### src/rtl/irq_seq_pkg.sv
package irq_seq_pkg;
  typedef enum logic [2:0] {
    PH_IDLE    = 3'd0,
    PH_DUMMY1  = 3'd1,
    PH_DUMMY2  = 3'd2,
    PH_PUSH_HI = 3'd3,
    PH_PUSH_LO = 3'd4,
    PH_PUSH_ST = 3'd5,
    PH_VEC_LO  = 3'd6,
    PH_VEC_HI  = 3'd7
  } phase_e;
endpackage

### src/rtl/irq_req_sampler.sv
module irq_req_sampler #(
  parameter int unsigned SEEN_EDGES = 2
) (
  input  logic clk,
  input  logic rst_n,
  input  logic irq_n,
  output logic pending
);
  localparam int unsigned CW = $clog2(SEEN_EDGES + 1);
  localparam logic [CW-1:0] CMAX = CW'(SEEN_EDGES);

  logic [CW-1:0] cnt_q, cnt_d;

  always_comb begin
    if (irq_n)              cnt_d = '0;
    else if (cnt_q == CMAX) cnt_d = cnt_q;
    else                    cnt_d = cnt_q + CW'(1);
  end

  always_ff @(posedge clk or negedge rst_n) begin
    if (!rst_n) cnt_q <= '0;
    else        cnt_q <= cnt_d;
  end

  assign pending = (cnt_q == CMAX);

  // pending only follows a low sample at the previous edge
  a_r2_low_before_pending: assert property (@(posedge clk) disable iff (!rst_n)
    pending |-> !$past(irq_n));
  // a high sample drops the request
  a_r2_release_clears: assert property (@(posedge clk) disable iff (!rst_n)
    irq_n |=> !pending);
endmodule

### src/rtl/irq_entry_fsm.sv
module irq_entry_fsm
  import irq_seq_pkg::*;
(
  input  logic   clk,
  input  logic   rst_n,
  input  logic   pending,
  input  logic   irq_disable,
  input  logic   insn_done,
  output phase_e phase,
  output logic   start,
  output logic   busy,
  output logic   done
);
  phase_e phase_q, phase_d;
  logic   done_q, done_d;

  always_comb begin
    start  = (phase_q == PH_IDLE) && !done_q && insn_done && pending && !irq_disable;
    done_d = (phase_q == PH_VEC_HI);
    unique case (phase_q)
      PH_IDLE:    phase_d = start ? PH_DUMMY1 : PH_IDLE;
      PH_DUMMY1:  phase_d = PH_DUMMY2;
      PH_DUMMY2:  phase_d = PH_PUSH_HI;
      PH_PUSH_HI: phase_d = PH_PUSH_LO;
      PH_PUSH_LO: phase_d = PH_PUSH_ST;
      PH_PUSH_ST: phase_d = PH_VEC_LO;
      PH_VEC_LO:  phase_d = PH_VEC_HI;
      default:    phase_d = PH_IDLE;
    endcase
  end

  always_ff @(posedge clk or negedge rst_n) begin
    if (!rst_n) begin
      phase_q <= PH_IDLE;
      done_q  <= 1'b0;
    end else begin
      phase_q <= phase_d;
      done_q  <= done_d;
    end
  end

  assign phase = phase_q;
  assign busy  = (phase_q != PH_IDLE);
  assign done  = done_q;

  // entry begins only after a boundary edge
  a_r3_boundary: assert property (@(posedge clk) disable iff (!rst_n)
    $rose(busy) |-> $past(insn_done));
  // a set disable flag blocks the start
  a_r4_masked: assert property (@(posedge clk) disable iff (!rst_n)
    $rose(busy) |-> !$past(irq_disable));
  // the last fetch cycle is followed by the done strobe
  a_r8_done_after_hi: assert property (@(posedge clk) disable iff (!rst_n)
    (phase_q == PH_VEC_HI) |=> (done_q && !busy));
  // no restart in the done cycle
  a_r10_no_reentry: assert property (@(posedge clk) disable iff (!rst_n)
    done_q |=> !busy);
  // done is a single-cycle strobe
  a_r8_single_pulse: assert property (@(posedge clk) disable iff (!rst_n)
    done_q |=> !done_q);
endmodule

### src/rtl/irq_entry_datapath.sv
module irq_entry_datapath
  import irq_seq_pkg::*;
#(
  parameter int unsigned DATA_W     = 8,
  parameter logic [7:0]  STACK_PAGE = 8'h01,
  parameter logic [15:0] VEC_ADDR   = 16'hFFFE,
  parameter int unsigned I_BIT      = 2,
  parameter int unsigned B_BIT      = 4
) (
  input  logic                clk,
  input  logic                rst_n,
  input  phase_e              phase,
  input  logic                start,
  input  logic [2*DATA_W-1:0] pc_in,
  input  logic [DATA_W-1:0]   sp_in,
  input  logic [DATA_W-1:0]   status_in,
  input  logic [DATA_W-1:0]   bus_rdata,
  output logic [2*DATA_W-1:0] bus_addr,
  output logic                bus_rnw,
  output logic [DATA_W-1:0]   bus_wdata,
  output logic [2*DATA_W-1:0] vector_pc,
  output logic [DATA_W-1:0]   sp_out,
  output logic [DATA_W-1:0]   status_out
);
  localparam int unsigned ADDR_W = 2 * DATA_W;
  localparam logic [DATA_W-1:0] PAGE    = DATA_W'(STACK_PAGE);
  localparam logic [ADDR_W-1:0] VEC_LO_A = ADDR_W'(VEC_ADDR);
  localparam logic [ADDR_W-1:0] VEC_HI_A = VEC_LO_A + ADDR_W'(1);
  localparam logic [DATA_W-1:0] B_MASK  = DATA_W'(1) << B_BIT;
  localparam logic [DATA_W-1:0] I_MASK  = DATA_W'(1) << I_BIT;

  logic [ADDR_W-1:0] pc_q;
  logic [DATA_W-1:0] sp_q, st_q, lo_q;
  logic [ADDR_W-1:0] vec_q;
  logic [DATA_W-1:0] spo_q, sto_q;
  logic              cap_en, lo_en, fin_en;

  assign cap_en = start;
  assign lo_en  = (phase == PH_VEC_LO);
  assign fin_en = (phase == PH_VEC_HI);

  always_ff @(posedge clk or negedge rst_n) begin
    if (!rst_n) begin
      pc_q <= '0;
      sp_q <= '0;
      st_q <= '0;
    end else if (cap_en) begin
      pc_q <= pc_in;
      sp_q <= sp_in;
      st_q <= status_in & ~B_MASK;
    end
  end

  always_ff @(posedge clk or negedge rst_n) begin
    if (!rst_n)     lo_q <= '0;
    else if (lo_en) lo_q <= bus_rdata;
  end

  always_ff @(posedge clk or negedge rst_n) begin
    if (!rst_n) begin
      vec_q <= '0;
      spo_q <= '0;
      sto_q <= '0;
    end else if (fin_en) begin
      vec_q <= {bus_rdata, lo_q};
      spo_q <= sp_q - DATA_W'(3);
      sto_q <= st_q | I_MASK;
    end
  end

  always_comb begin
    bus_addr  = '0;
    bus_rnw   = 1'b1;
    bus_wdata = '0;
    unique case (phase)
      PH_DUMMY1, PH_DUMMY2: bus_addr = pc_q;
      PH_PUSH_HI: begin
        bus_addr  = {PAGE, sp_q};
        bus_rnw   = 1'b0;
        bus_wdata = pc_q[ADDR_W-1:DATA_W];
      end
      PH_PUSH_LO: begin
        bus_addr  = {PAGE, sp_q - DATA_W'(1)};
        bus_rnw   = 1'b0;
        bus_wdata = pc_q[DATA_W-1:0];
      end
      PH_PUSH_ST: begin
        bus_addr  = {PAGE, sp_q - DATA_W'(2)};
        bus_rnw   = 1'b0;
        bus_wdata = st_q;
      end
      PH_VEC_LO: bus_addr = VEC_LO_A;
      PH_VEC_HI: bus_addr = VEC_HI_A;
      default: ;
    endcase
  end

  assign vector_pc  = vec_q;
  assign sp_out     = spo_q;
  assign status_out = sto_q;

  // every write lands on the stack page
  a_r6_push_page: assert property (@(posedge clk) disable iff (!rst_n)
    !bus_rnw |-> (bus_addr[ADDR_W-1:DATA_W] == PAGE));
  // both dummy reads use the same address
  a_r5_dummy_same: assert property (@(posedge clk) disable iff (!rst_n)
    (phase == PH_DUMMY2) |-> (bus_rnw && $stable(bus_addr)));
  // captured values hold through the entry
  a_r9_capture_hold: assert property (@(posedge clk) disable iff (!rst_n)
    (phase != PH_IDLE && phase != PH_DUMMY1) |-> ($stable(pc_q) && $stable(sp_q)));
  // vector high fetch follows the low fetch
  a_r7_vec_order: assert property (@(posedge clk) disable iff (!rst_n)
    (phase == PH_VEC_HI) |-> ($past(bus_addr) == VEC_LO_A && bus_rnw));
endmodule

### src/rtl/irq_entry_seq.sv
module irq_entry_seq
  import irq_seq_pkg::*;
#(
  parameter int unsigned SEEN_EDGES = 2,
  parameter int unsigned DATA_W     = 8,
  parameter logic [7:0]  STACK_PAGE = 8'h01,
  parameter logic [15:0] VEC_ADDR   = 16'hFFFE,
  parameter int unsigned I_BIT      = 2,
  parameter int unsigned B_BIT      = 4
) (
  input  logic                clk,
  input  logic                rst_n,
  input  logic                irq_n,
  input  logic                irq_disable,
  input  logic                insn_done,
  input  logic [2*DATA_W-1:0] pc_in,
  input  logic [DATA_W-1:0]   sp_in,
  input  logic [DATA_W-1:0]   status_in,
  input  logic [DATA_W-1:0]   bus_rdata,
  output logic [2*DATA_W-1:0] bus_addr,
  output logic                bus_rnw,
  output logic [DATA_W-1:0]   bus_wdata,
  output logic                entry_busy,
  output logic                entry_done,
  output logic [2*DATA_W-1:0] vector_pc,
  output logic [DATA_W-1:0]   sp_out,
  output logic [DATA_W-1:0]   status_out
);
  logic   pending, start;
  phase_e phase;

  irq_req_sampler #(.SEEN_EDGES(SEEN_EDGES)) u_sampler (
    .clk(clk), .rst_n(rst_n), .irq_n(irq_n), .pending(pending)
  );

  irq_entry_fsm u_fsm (
    .clk(clk), .rst_n(rst_n), .pending(pending), .irq_disable(irq_disable),
    .insn_done(insn_done), .phase(phase), .start(start),
    .busy(entry_busy), .done(entry_done)
  );

  irq_entry_datapath #(
    .DATA_W(DATA_W), .STACK_PAGE(STACK_PAGE), .VEC_ADDR(VEC_ADDR),
    .I_BIT(I_BIT), .B_BIT(B_BIT)
  ) u_dp (
    .clk(clk), .rst_n(rst_n), .phase(phase), .start(start),
    .pc_in(pc_in), .sp_in(sp_in), .status_in(status_in), .bus_rdata(bus_rdata),
    .bus_addr(bus_addr), .bus_rnw(bus_rnw), .bus_wdata(bus_wdata),
    .vector_pc(vector_pc), .sp_out(sp_out), .status_out(status_out)
  );
endmodule

### config.mk
export PLATFORM = sky130hd
export DESIGN_NAME = irq_entry_seq
export DESIGN_NICKNAME = d
export VERILOG_FILES = /design/src/rtl/irq_seq_pkg.sv /design/src/rtl/irq_req_sampler.sv /design/src/rtl/irq_entry_fsm.sv /design/src/rtl/irq_entry_datapath.sv /design/src/rtl/irq_entry_seq.sv
export SDC_FILE = /design/constraint.sdc
export NUM_CORES = 1
export LEC_CHECK = 0
export BUFFER_PORTS_ARGS = -buffer_cell sky130_fd_sc_hd__buf_2
export CAP_MARGIN = 10
export CELL_PAD_IN_SITES_DETAIL_PLACEMENT = 1
export CELL_PAD_IN_SITES_GLOBAL_PLACEMENT = 2
export CORE_AREA = 2 2 105 107
export CTS_BUF_LIST = sky130_fd_sc_hd__clkbuf_16
export DETAILED_ROUTE_END_ITERATION = 10
export DIE_AREA = 0 0 107 109
export GPL_ROUTABILITY_DRIVEN = 0
export PLACE_DENSITY = 0.82
export SLEW_MARGIN = 0
export SYNTH_ARGS = -nofsm -noshare
export SYNTH_HDL_FRONTEND = slang
export SYNTH_SLANG_ARGS = --single-unit
### constraint.sdc
create_clock -name clk -period 3.8 [get_ports clk]
set_input_delay 0.19 -clock clk [delete_from_list [all_inputs] [get_ports clk]]
set_output_delay 0.19 -clock clk [all_outputs]
set_load 0.005 [all_outputs]
==> impl_metrics.tcl <==
set metrics [dict create \
    status "finished clean" \
    layout.nets 470 \
    endpoint_kind "output port" \
    rsz0062_at_grt "no" \
    p_leak_nw 2.344 \
    yosys.area_share.simple 0.1140 \
    die_height_um 109 \
    die-area_sq_um 11660 \
    synth.distinct_cells 36 \
    clock_skew_ns 0.005112 \
    critPathKind "register to output port" \
    drive_above_1_share 0.4415 \
    synthFlopType "dfrtp_1" \
    pwr-share-comb 0.404 \
    synthCells 320 \
    fin_crit_sh 0.6908 \
    syn_nets 375 \
    start_util 0.3418 \
    synth_top_family_by_area "multiplexers" \
    setup_viol 0 \
    fillers 1205 \
    drc_errors 0 \
    num_vias 2697 \
    hold_viol_final 0 \
    reg2reg_slack_ns 1.69 \
    crit_required_ns 3.61 \
    yosysTopAreaCell "dfrtp_1" \
    wl_met1_um 3963 \
    cts-root-buf "clkbuf_16" \
    yosysWarnings 0 \
    max_stage_delay_ns 0.47 \
    htreeDepth 3 \
    seqCellArea_sq_um 1902 \
    fin_hold_ws_ns 0.009011 \
    cts_tree "done" \
    firstDrtPassIters 4 \
    clock_latency_ns 0.33 \
    crit_chain "inv_1 -> ha_1 -> o21ai_1 -> buf_4 -> a21boi_0 -> o211ai_1 -> buf_2" \
    hold_buffers 0 \
    synth_compound_area_frac 0.07355 \
    clock_power_share 0.221 \
    vias_per_cell 4.825 \
    placedCellCount 544 \
    routed.top_layer "met4" \
    numCtsBuffers 9 \
    hold_path_class "primary input to asynchronous set/reset pin" \
    wirelength_um 9101 \
    fin_tns_setup_ns 0 \
    max_freq_ghz 0.3810 \
    worstPathArrival_ns 2.43 \
    fin_total_pwr_mw 3.713 \
    grt_max_degree 77 \
    clkTransAtPathRegs_ns 0.06 \
    portBuffers 101 \
    die_w_um 107 \
    worst_slew_pin_slew_ns 1.092 \
    p_int_mw 2.399 \
    yosys_register_bits 76 \
    async_reset_ff_frac 1.000 \
    synth.most_common_cell "dfrtp_1" \
    synth_edf_count 0 \
    route.met2.wl_um 4558 \
    swShare 0.3541 \
    post_cts.resized_instances 0 \
    slew_viol_final 0 \
    grt_overflow 0 \
    max-clock-path-buffers 2 \
    wl_met3_um 383 \
    netlist.area_leader.share 0.5249 \
    critPathMaxFanout 9 \
    n_antenna_cell 0 \
    placed_cell_area_sq_um 4233 \
    post_cts_buffers 0 \
    maxSlewHeadroom 0.2704 \
    period_needed_ns 2.625 \
    synthTopCellsByCount "76 x dfrtp_1, 61 x mux2_2, 51 x nand2_1" \
    slowest_stage "o21ai_1" \
    layoutNonFillerInstCount 559 \
    areaGrowthSynthToFinish_pct 24.62 \
    drv_cap 0 \
    critPathLaunchType "register" \
    wl_per_cell_um 16.28 \
    synthXorXnorAreaFrac 0.02175 \
    netlist_area_sq_um 3623 \
    synth_fa_ha_area_frac 0.03453 \
    ys_top_cells_by_area "dfrtp_1 52%, mux2_2 19%, nand2_1 5.3%" \
    vdd_drop_max_mv 0.2710 \
    grt_first_pass_wirelength_um 14490 \
    switchingPower_mw 1.315 \
    p_per_area_nw_per_um2 822.3 \
    place_hpwl_um 6611 \
    grt_antenna_before_repair 0 \
    avgSynthCellArea_sq_um 11.32 \
    fin_area_sq_um 4516 \
    row_count 38 \
    multi_input_area_sq_um 1588 \
    final_antenna_net_count 0 \
    drtIter0Drc 66 \
    muxShareOfSynthArea 0.1927 \
    ys_seq_area_frac 0.5249 \
    cts.sinks 76 \
    grt_pass1_vias 2821 \
    io_pins 104 \
    p_seq_frac 0.374 \
    grt_usage 0.1631 \
    coreArea_sq_um 10600 \
]
[kinds of logic after synthesis]
logic type,count (synthesis)
simple gates,92
flops,76
mux,62
compound gates,40
buf+inv,30
fa+ha+maj,10
xor+xnor,9
other cells,1
[metrics by stage]
| stage | util | setup slack [ns] |
|---|---|---|
| finish | 0.4259 | 1.175 |
| detailed placement | 0.3992 | 1.489 |
| global route | 0.4259 | 0.9844 |
| global placement | 0.3992 | 1.509 |
| CTS | 0.4259 | 1.116 |
| floorplan | - | 2.051 |
[layout make-up]
class                           count  area share
Tap cell                          140     0.03879
Timing Repair Buffer              104      0.1175
Sequential cell                    76      0.4212
Multi-Input combinational cell    214      0.3516
Inverter                           10    0.008313
Clock buffer                        9     0.04988
Clock inverter                      6     0.01275
[sequential cells by signal, summed over array words and instances, names as in the netlist]
register / flops
u_sampler.cnt_q: 2
u_dp.status_out: 7
u_fsm.phase: 3
u_dp.lo_q: 8
u_dp.st_q: 7
u_dp.pc_q: 16
u_fsm.done: 1
u_dp.sp_q: 8
u_dp.vector_pc: 16
u_dp.sp_out: 8
[power by group through the flow]
stage / clock network [mW] / registers (mW) / logic (mW)
3_5_place_dp: 0 / 1.41 / 1.54
2_1_floorplan: 0 / 1.33 / 0.956
5_1_grt: 0.872 / 1.45 / 1.68
6_report: 0.822 / 1.39 / 1.50
4_1_cts: 0.847 / 1.39 / 1.54
3_3_place_gp: 0 / 1.38 / 1.50
[per-layer routing]
| layer | vias up | GRT usage |
|---|---|---|
| met5 | - | 0 |
| met2 | 61 | 0.2748 |
| met3 | 14 | 0.03108 |
| li1 | 1277 | - |
| met1 | 1345 | 0.2036 |
| met4 | 0 | 0.07514 |
[worst paths after layout]
| kind | start | depth (start not counted) | to |
|---|---|---|---|
| max in group asynchronous | rst_n | 1 | u_sampler.cnt_q[0] |
| worst min-delay path | rst_n | 1 | u_dp.vector_pc[2] |
| min in group clk | irq_n | 2 | u_sampler.cnt_q[0] |
| worst min register to register | u_dp.sp_out[3] | 2 | u_dp.sp_out[3] |
| worst max-delay path | u_fsm.phase[0] | 7 | bus_addr[7] |
| worst max register to register | u_fsm.phase[0] | 4 | u_dp.sp_out[5] |
[cells in the final DEF, fill, tap and decap left out, types with 2 or more instances in the layout]
cell type	synthesis	final
and2_1	2	2
clkbuf_16	0	9
o211ai_1	3	3
buf_4	2	4
nand2_1	51	51
xor2_1	4	4
mux2_2	61	61
nand3_1	3	3
xnor2_1	5	5
nand4_1	4	4
nor3_1	3	3
a22oi_1	7	7
inv_1	10	11
a21oi_1	3	3
buf_2	7	100
dfrtp_1	76	76
nor2b_1	4	4
a21boi_0	3	3
o21ai_0	15	15
clkinv_2	0	3
nand2b_1	6	5
nor2_1	16	16
a221o_1	2	2
ha_1	10	10
[worst max-delay path: cells and delay by family, from the launching register on]
| family | cells | cell delay, ns |
|---|---|---|
| flops | 1 | 0.38 |
| buf+inv | 3 | 0.51 |
| fa+ha+maj | 1 | 0.25 |
| compound gates | 3 | 0.97 |
Note: power is estimated with default switching activity, not from simulation.
